--- src/rtl/clkdiv_pkg.sv ---
package clkdiv_pkg;

  localparam int HALF_W  = 5;
  localparam int N_BANK  = 3;
  localparam int N_OUT   = 4;

  localparam int BANK_A = 0;
  localparam int BANK_B = 1;
  localparam int BANK_C = 2;

  // Half-period length in source cycles for one bank and one setting.
  function automatic logic [HALF_W-1:0] bank_half(input int bank,
                                                  input logic [1:0] sel,
                                                  input logic full);
    logic [HALF_W-1:0] base;
    case (bank)
      BANK_A:  base = (sel == 2'd3) ? HALF_W'(6) : HALF_W'(sel) + HALF_W'(2);
      BANK_B:  base = HALF_W'(sel) + HALF_W'(2);
      default: base = HALF_W'(sel) + HALF_W'(1);
    endcase
    return full ? base : (base << 1);
  endfunction

endpackage

--- src/rtl/cdb_input_stage.sv ---
module cdb_input_stage (
  input  logic       clk,
  input  logic [1:0] sel_a_in,
  input  logic [1:0] sel_b_in,
  input  logic [1:0] sel_c_in,
  input  logic       full_in,
  input  logic       inv_in,
  output logic [1:0] sel_a_r,
  output logic [1:0] sel_b_r,
  output logic [1:0] sel_c_r,
  output logic       full_r,
  output logic       inv_r
);
  // Capture every cycle, reset included, so the stage is current at release.
  always_ff @(posedge clk) begin
    sel_a_r <= sel_a_in;
    sel_b_r <= sel_b_in;
    sel_c_r <= sel_c_in;
    full_r  <= full_in;
    inv_r   <= inv_in;
  end
endmodule

--- src/rtl/cdb_lane.sv ---
module cdb_lane
  import clkdiv_pkg::*;
#(
  parameter int               BANK     = 0,
  parameter int               CNT_W    = HALF_W,
  parameter int               OUTS     = N_OUT,
  parameter logic [OUTS-1:0]  INV_MASK = '0
) (
  input  logic            clk,
  input  logic            rst,
  input  logic [1:0]      sel_raw,
  input  logic            full_raw,
  input  logic [1:0]      sel_syn,
  input  logic            full_syn,
  input  logic            inv_en,
  output logic [OUTS-1:0] q
);
  logic [CNT_W-1:0] half_rst, half_new, cur_half, cnt;
  logic             phase_q, phase_d;
  logic             term_evt, rise_evt;

  assign half_rst = CNT_W'(bank_half(BANK, sel_raw, full_raw));
  assign half_new = CNT_W'(bank_half(BANK, sel_syn, full_syn));

  // Named events for the assertions.
  assign term_evt = (cnt == cur_half - CNT_W'(1));
  assign rise_evt = term_evt & ~phase_q;
  assign phase_d  = term_evt ? ~phase_q : phase_q;

  always_ff @(posedge clk) begin
    if (rst) begin
      cnt      <= '0;
      phase_q  <= 1'b0;
      cur_half <= half_rst;
    end else begin
      cnt     <= term_evt ? '0 : cnt + CNT_W'(1);
      phase_q <= phase_d;
      if (rise_evt) cur_half <= half_new;
    end
  end

  // One flop per output; inversion folds into the D input, same edge.
  for (genvar i = 0; i < OUTS; i++) begin : g_out
    always_ff @(posedge clk) begin
      if (rst) q[i] <= 1'b0;
      else     q[i] <= phase_d ^ (INV_MASK[i] & inv_en);
    end
  end

  AST_HOLD_RATIO: assert property (@(posedge clk) disable iff (rst)
    !rise_evt |=> $stable(cur_half));
  AST_CNT_BOUND: assert property (@(posedge clk) disable iff (rst)
    cnt < cur_half);
  AST_STEADY_PHASE: assert property (@(posedge clk) disable iff (rst)
    !term_evt |=> $stable(phase_q));
  AST_RESET_LOW: assert property (@(posedge clk)
    rst |=> (q == '0));
endmodule

--- src/rtl/clock_divider_bank.sv ---
module clock_divider_bank
  import clkdiv_pkg::*;
#(
  parameter int CNT_W = HALF_W,
  parameter int OUTS  = N_OUT
) (
  input  logic            clk,
  input  logic            rst,
  input  logic [1:0]      sel_a,
  input  logic [1:0]      sel_b,
  input  logic [1:0]      sel_c,
  input  logic            full_rate,
  input  logic            inv_c,
  output logic [OUTS-1:0] qa,
  output logic [OUTS-1:0] qb,
  output logic [OUTS-1:0] qc
);
  localparam logic [OUTS-1:0] C_MASK = {{(OUTS-2){1'b1}}, 2'b00};

  logic [1:0]      sel_raw [N_BANK];
  logic [1:0]      sel_syn [N_BANK];
  logic [1:0]      sa_r, sb_r, sc_r;
  logic            full_r, inv_r;
  logic [OUTS-1:0] q_bank  [N_BANK];

  cdb_input_stage i_in (
    .clk(clk), .sel_a_in(sel_a), .sel_b_in(sel_b), .sel_c_in(sel_c),
    .full_in(full_rate), .inv_in(inv_c),
    .sel_a_r(sa_r), .sel_b_r(sb_r), .sel_c_r(sc_r),
    .full_r(full_r), .inv_r(inv_r)
  );

  assign sel_raw[BANK_A] = sel_a;
  assign sel_raw[BANK_B] = sel_b;
  assign sel_raw[BANK_C] = sel_c;
  assign sel_syn[BANK_A] = sa_r;
  assign sel_syn[BANK_B] = sb_r;
  assign sel_syn[BANK_C] = sc_r;

  for (genvar b = 0; b < N_BANK; b++) begin : g_bank
    cdb_lane #(
      .BANK(b), .CNT_W(CNT_W), .OUTS(OUTS),
      .INV_MASK((b == BANK_C) ? C_MASK : '0)
    ) i_lane (
      .clk(clk), .rst(rst),
      .sel_raw(sel_raw[b]), .full_raw(full_rate),
      .sel_syn(sel_syn[b]), .full_syn(full_r),
      .inv_en(inv_r), .q(q_bank[b])
    );
  end

  assign qa = q_bank[BANK_A];
  assign qb = q_bank[BANK_B];
  assign qc = q_bank[BANK_C];

  AST_FANOUT_A: assert property (@(posedge clk) disable iff (rst)
    qa == {OUTS{qa[0]}});
  AST_INV_PAIR: assert property (@(posedge clk) disable iff (rst)
    (!$past(rst) && $past(inv_r)) |-> (qc[2] != qc[0] && qc[3] != qc[1]));
endmodule

--- config.mk ---
export PLATFORM = sky130hd
export DESIGN_NAME = clock_divider_bank
export DESIGN_NICKNAME = d
export VERILOG_FILES = /design/src/rtl/clkdiv_pkg.sv /design/src/rtl/cdb_input_stage.sv /design/src/rtl/cdb_lane.sv /design/src/rtl/clock_divider_bank.sv
export SDC_FILE = /design/constraint.sdc
export NUM_CORES = 1
export LEC_CHECK = 0
export BUFFER_PORTS_ARGS = -buffer_cell sky130_fd_sc_hd__buf_2
export CAP_MARGIN = 10
export CORE_MARGIN = 4
export CORE_UTILIZATION = 50
export DETAILED_ROUTE_END_ITERATION = 6
export GPL_TIMING_DRIVEN = 1
export PLACE_DENSITY = 0.67
export REMOVE_ABC_BUFFERS = 1
export SYNTH_ARGS = -nofsm -noshare
export SYNTH_HDL_FRONTEND = slang
export SYNTH_SLANG_ARGS = --single-unit
--- constraint.sdc ---
create_clock -name clk -period 2.38 [get_ports clk]
set_input_delay 0.357 -clock clk [delete_from_list [all_inputs] [get_ports clk]]
set_output_delay 0.357 -clock clk [all_outputs]
set_load 0.02 [all_outputs]
* After elaboration in Yosys (flattened, before gate mapping)
Index checks and enable logic that the tools add are counted.
Word-level totals: register bits after elaboration 42, input bits 10, output and inout bits 12, word-level logic and storage cells 60
Operators by class: add/sub/neg operators 12, equality and inequality tests 5, muxes and demuxes 15, bitwise operators 7, reduce and logical (&&, ||, !) cells 6
Operators with widths (number):
- $mux W5 | 14
- $add A5 B1 Y5 const B | 3
- $eq A5 B5 Y1 | 3
- $sub A5 B1 Y5 const B | 3
- $add A2 B2 Y3 const B | 4
- $add A2 B1 Y3 const B | 2
- $reduce_bool A2 Y1 | 3
- $reduce_or A2 Y1 | 3
- $eq A2 B2 Y1 const B | 2
- $and A1 B1 Y1 | 3
- $not A1 Y1 | 3
- $mux W1 | 1
- $xor A1 B1 Y1 | 1

* Depth between registers and ports, before layout
word-level depth 5, mapped depth 8, depth with buffers taken out 8

* Modules after synthesis
From an unflattened synthesis, not the netlist that was laid out.
Unflattened totals: cells, all modules 198, area total of the unflattened synthesis 2072.0 µm²
Modules (own cells, without submodules):
- cdb_lane (g_bank[2].i_lane) | times used 1, cells an instance 66, area each 681.9 µm², seq. area each 260.2 µm²
- cdb_lane (g_bank[0].i_lane) | times used 1, cells an instance 62, area each 623.1 µm², seq. area each 240.2 µm²
- cdb_lane (g_bank[1].i_lane) | times used 1, cells an instance 62, area each 606.8 µm², seq. area each 240.2 µm²
- cdb_input_stage | times used 1, cells an instance 8, area each 160.2 µm², seq. area each 160.2 µm²

* Worst setup path after synthesis
No wires, ideal clock.
path type register to register, from register g_bank[2].i_lane.cur_half[0], to register g_bank[2].i_lane.cur_half[0], enable pin, library setup time 0.297 ns, arrival 1.659 ns, path slack 0.424 ns, stages on the path, launching flop included 8, buffers on the path 0, clock period less this slack 1.956 ns, path through edfxtp_1 inv_1 ha_1 and3_1 a22oi_1 a2111oi_4 ha_1 or2_2
On the way: longest elaborated chain between the ends 4
RTL lines:
- from (decl) | line cdb_lane.sv:18 | logic [CNT_W-1:0] half_rst, half_new, cur_half, cnt;
- from (signal assigned) | line cdb_lane.sv:34 | cur_half <= half_rst;
- from (signal assigned) | line cdb_lane.sv:38 | if (rise_evt) cur_half <= half_new;
- $sub A5 B1 Y5 | line cdb_lane.sv:26 | assign term_evt = (cnt == cur_half - CNT_W'(1));
- $eq A5 B5 Y1 | line cdb_lane.sv:26
- $and A1 B1 Y1 | line cdb_lane.sv:27 | assign rise_evt = term_evt & ~phase_q;
- $reduce_bool A2 Y1 (no source line)
No other way between the ends. A chain may end at the register's enable or synchronous reset.

* Worst setup path in the final report
from register g_bank[0].i_lane.cur_half[0], to register g_bank[0].i_lane.cur_half[2], enable pin
On the way: longest elaborated chain between the ends 4
RTL lines (line):
- from (decl) | cdb_lane.sv:18
- from (signal assigned) | cdb_lane.sv:34
- from (signal assigned) | cdb_lane.sv:38
- $sub A5 B1 Y5 | cdb_lane.sv:26
- $eq A5 B5 Y1 | cdb_lane.sv:26
- $and A1 B1 Y1 | cdb_lane.sv:27
- $reduce_bool A2 Y1 (no source line)
No other way between the ends.

==> summary.md <==
| Metric | Value |
|---|---|
| Root Buffer | clkbuf_8 |
| Compound-gate portion of the synthesized area | ~11% |
| Drt wl/cell | 12.5 um |
| Post-DP Area | 2110 um^2 |
| XOR/XNOR Fraction of Synth Area | 10.7% |
| Critical path buffers and inverters | 1 |
| Remaining antenna violation count after routing | 0 |
| H-tree depth | 2 |
| Synthesized cell area | 2060 um^2 |
| Met3 Resource Use GR | approximately 3.2% |
| Drt pass-1 iters | 4 |
| Row cnt | 23 |
| Peak supply drop | ~0.00042 V |
| R2r worst-path depth | 6 |
| RSZ-0062 raised after global routing | no |
| Post-synth EDFFs | 12 |
| Crit path kind | reg2reg |
| Met2 usage | between 20% and 30% |
| Final WL | 3290 um |
| Global-route wire length before repair | ~6000 um |
| Starting Density | between 50 and 60% |
| Hold depth | 1 |
| Detailed-route via count | 1360 |
| GP Congestion | around 0.76 |
| Hold WS | roughly 0.17 ns |
| M1 GR Usage | between 10% and 20% |
| #FFs+latches synth | 39 |
| Post-route cell area | approximately 2200 um^2 |
| Area share of the largest cell type after synthesis | 26.3% |
| Max Root-Sink Buffers | 2 |
| CP Max Fanout | 7 |
| Crit-path slowest cell | edfxtp_1 |
| Share of layout cells above drive strength 1 | about 18% |
| Multiplexer share of the synthesized area | between 3 and 4% |
| Status | finished clean |
| Setup violators final | 0 |
| FF-to-FF Start | g_bank[0].i_lane.cur_half[0]$_DFFE_PP_ |
| Worst-path clk slew | approximately 0.080 ns |
| Core area | between 4000 and 5000 um^2 |
| Initial DRC Count | 49 |
| TNS Setup | 0 ns |
| Area share of fa/ha/maj cells after synthesis | around 6.7% |
| Slew headroom | between 60% and 70% |
| Post-CTS Hold Fix Bufs | 0 |
| Startpoint types | flip-flop |
| Die area | 5200 um^2 |
| I/O pin total | 22 |
| Worst setup EP type | flip-flop |
| Seq/Total Area, Yosys | between 40% and 50% |
| Tmin final | around 2.0 ns |
| Crit path depth | 6 |
| Clk_skew | around 0.0055 ns |
| Post-CTS Setup Inserts | 0 |
| Vias/cell | approximately 5.2 |
| Synth Area in Simple Gates | 15.7% |
| GRT overflow | 0 |
| Final period util | a little under nine tenths |
| Worst-margin pin slew | 0.596 ns |
| Filler cell count in the final layout | 350 |
| Setup WS pre-CTS | about 0.33 ns |
| I/O Buffers | 21 |
| CP peak stage delay | about 0.38 ns |
| CTS Sinks | 39 |
| Netlist cell types | 43 |
| Final HPWL DP | 2570 um |
| Yosys warns | 0 |
| Synth Flop Type | dfxtp_1 |
| Pleak | around 0.0009 uW |
| Layout Nets | roughly 230 |
| Initial antenna violation count | 0 |
| Async set-reset flop share out of synthesis | 0% |
| Hold EP | i_in.inv_r$_DFF_P_ |
| Top achievable clock speed | a little under 0.5 GHz |
| Largest cells by area after synthesis | dfxtp_1 26%, edfxtp_1 18%, xnor2_1 6.8% |
| Area Overhead vs Synth | 8.76% |
| Vias in the first global route | about 1400 |
| CTS Buf Count | 5 |
| Syn Area/Cell | 10.1 um^2 |
| Worst Slack Setup Final | 0.333 ns |
| Hold Crit Class | in2reg |
| Remaining DRCs | 0 |
| FF-to-FF setup slack | between 0.3 and 0.4 ns |
| Critical path's top delay family | compound AO/OA/AOI/OAI gates |
| Largest family of logic cells by synthesized area | simple AND/OR/NAND/NOR gates |
| CTS resizes | 0 |
| Hold Fails Final Rpt | 0 |
| Chip width | 72.1 um |
| Die H | a little over 70 um |
| Area leader, netlist | dfxtp_1 |
| Largest net degree at the start of global routing | 36 |
| Worst-Skew Late Latency | 0.28 ns |
| Gr busiest metal | met2 |
| Synth cell count leaders | 27 x dfxtp_1, 16 x nor3_1, 16 x xnor2_1 |
| GRT Total Usage | between 10% and 20% |
| Reg2Reg Capture Point | g_bank[0].i_lane.cur_half[2]$_DFFE_PP_ |
| Max-Cap Viols | 0 |
| Worst hold path startpoint | inv_c |
| WP data arrival | about 2.0 ns |
| CP required | roughly 2.4 ns |
| Syn Inst Count | about 200 |
| Diodes inserted | 0 |
| Worst-path cell chain | inv_1, ha_1, xnor2_1, a211o_1, a211oi_4, a21o_2 |
| Max Slew Vio Count | 0 |
| CTS tree | built |
| Most common cell in the netlist | dfxtp_1 |
| Cell area power density | roughly 810 nW/um^2 |
==> metrics by stage <==
stage	instances	util, %	total power (uW)
finish	264	55.9	1810
global route	264	55.9	1910
CTS	264	55.9	1830
detailed placement	256	52.7	1240
global placement	256	52.7	1210
floorplan	183	-	1120
==> cell type report <==
type	count	area (um^2)	area share (%)
Clock buffer	7	97.6	4.36
Clock inverter	1	30.0	1.34
Inverter	12	45.0	2.01
Multi-Input combinational cell	132	980	43.8
Sequential cell	39	901	40.3
Tap cell	50	62.6	2.80
Timing Repair Buffer	23	120	5.37
==> cells in the final DEF (no fill, tap or decap), types with 2 or more instances in the layout <==
cell type	n
dfxtp_1	27
buf_2	21
xnor2_1	16
nor3_1	16
nor2_1	13
inv_1	12
edfxtp_1	12
ha_1	11
xor2_1	9
nand2_1	7
nand3_1	7
nor2b_1	6
o21ai_0	5
clkbuf_8	5
a21oi_1	4
nor3b_1	4
mux2i_1	3
a211oi_1	3
mux2_2	3
nand2b_1	3
a32o_1	2
buf_4	2
==> cell families after synthesis <==
logic type | after synthesis
muxes | 7
DFF | 39
adders and majority gates | 11
buffers and inverters | 33
AOI/OAI and AO/OA | 27
and+or+nand+nor | 62
xor gates and xnor gates | 25
==> how the worst max path moves through the flow <==
stage | startpoint | to | slack (ns)
floorplan | g_bank[2].i_lane.cur_half[0]$_DFFE_PP_ | g_bank[2].i_lane.cur_half[0]$_DFFE_PP_ | 0.42
global placement | g_bank[0].i_lane.cur_half[0]$_DFFE_PP_ | g_bank[0].i_lane.cur_half[0]$_DFFE_PP_ | 0.39
detailed placement | g_bank[0].i_lane.cur_half[0]$_DFFE_PP_ | g_bank[0].i_lane.cur_half[0]$_DFFE_PP_ | 0.33
CTS | g_bank[0].i_lane.cur_half[0]$_DFFE_PP_ | g_bank[0].i_lane.cur_half[2]$_DFFE_PP_ | 0.32
global route | g_bank[1].i_lane.cur_half[0]$_DFFE_PP_ | g_bank[1].i_lane.cur_half[1]$_DFFE_PP_ | 0.21
finish | g_bank[0].i_lane.cur_half[0]$_DFFE_PP_ | g_bank[0].i_lane.cur_half[2]$_DFFE_PP_ | 0.33
==> layer usage <==
layer	up-vias	routed length (um)
met4	0	17
met5	-	0
met3	2	110
met2	14	1620
li1	714	-
met1	630	1540
==> state kept, by name (all words and copies together) (netlist names), 2 cells and up <==
register / cells
i_in.sel_a_r: 2
g_bank.i_lane.cur_half: 12
g_bank.i_lane.q: 3
i_in.sel_b_r: 2
g_bank.i_lane.cnt: 15
i_in.sel_c_r: 2
==> power by group <==
part	total, uW	switching, uW	internal (uW)	leakage (uW)
Sequential	835	71.2	763	0.000343
Combinational	383	207	176	0.000508
Clock	596	219	377	0.0000636
Power figures use the tool's default switching activity.
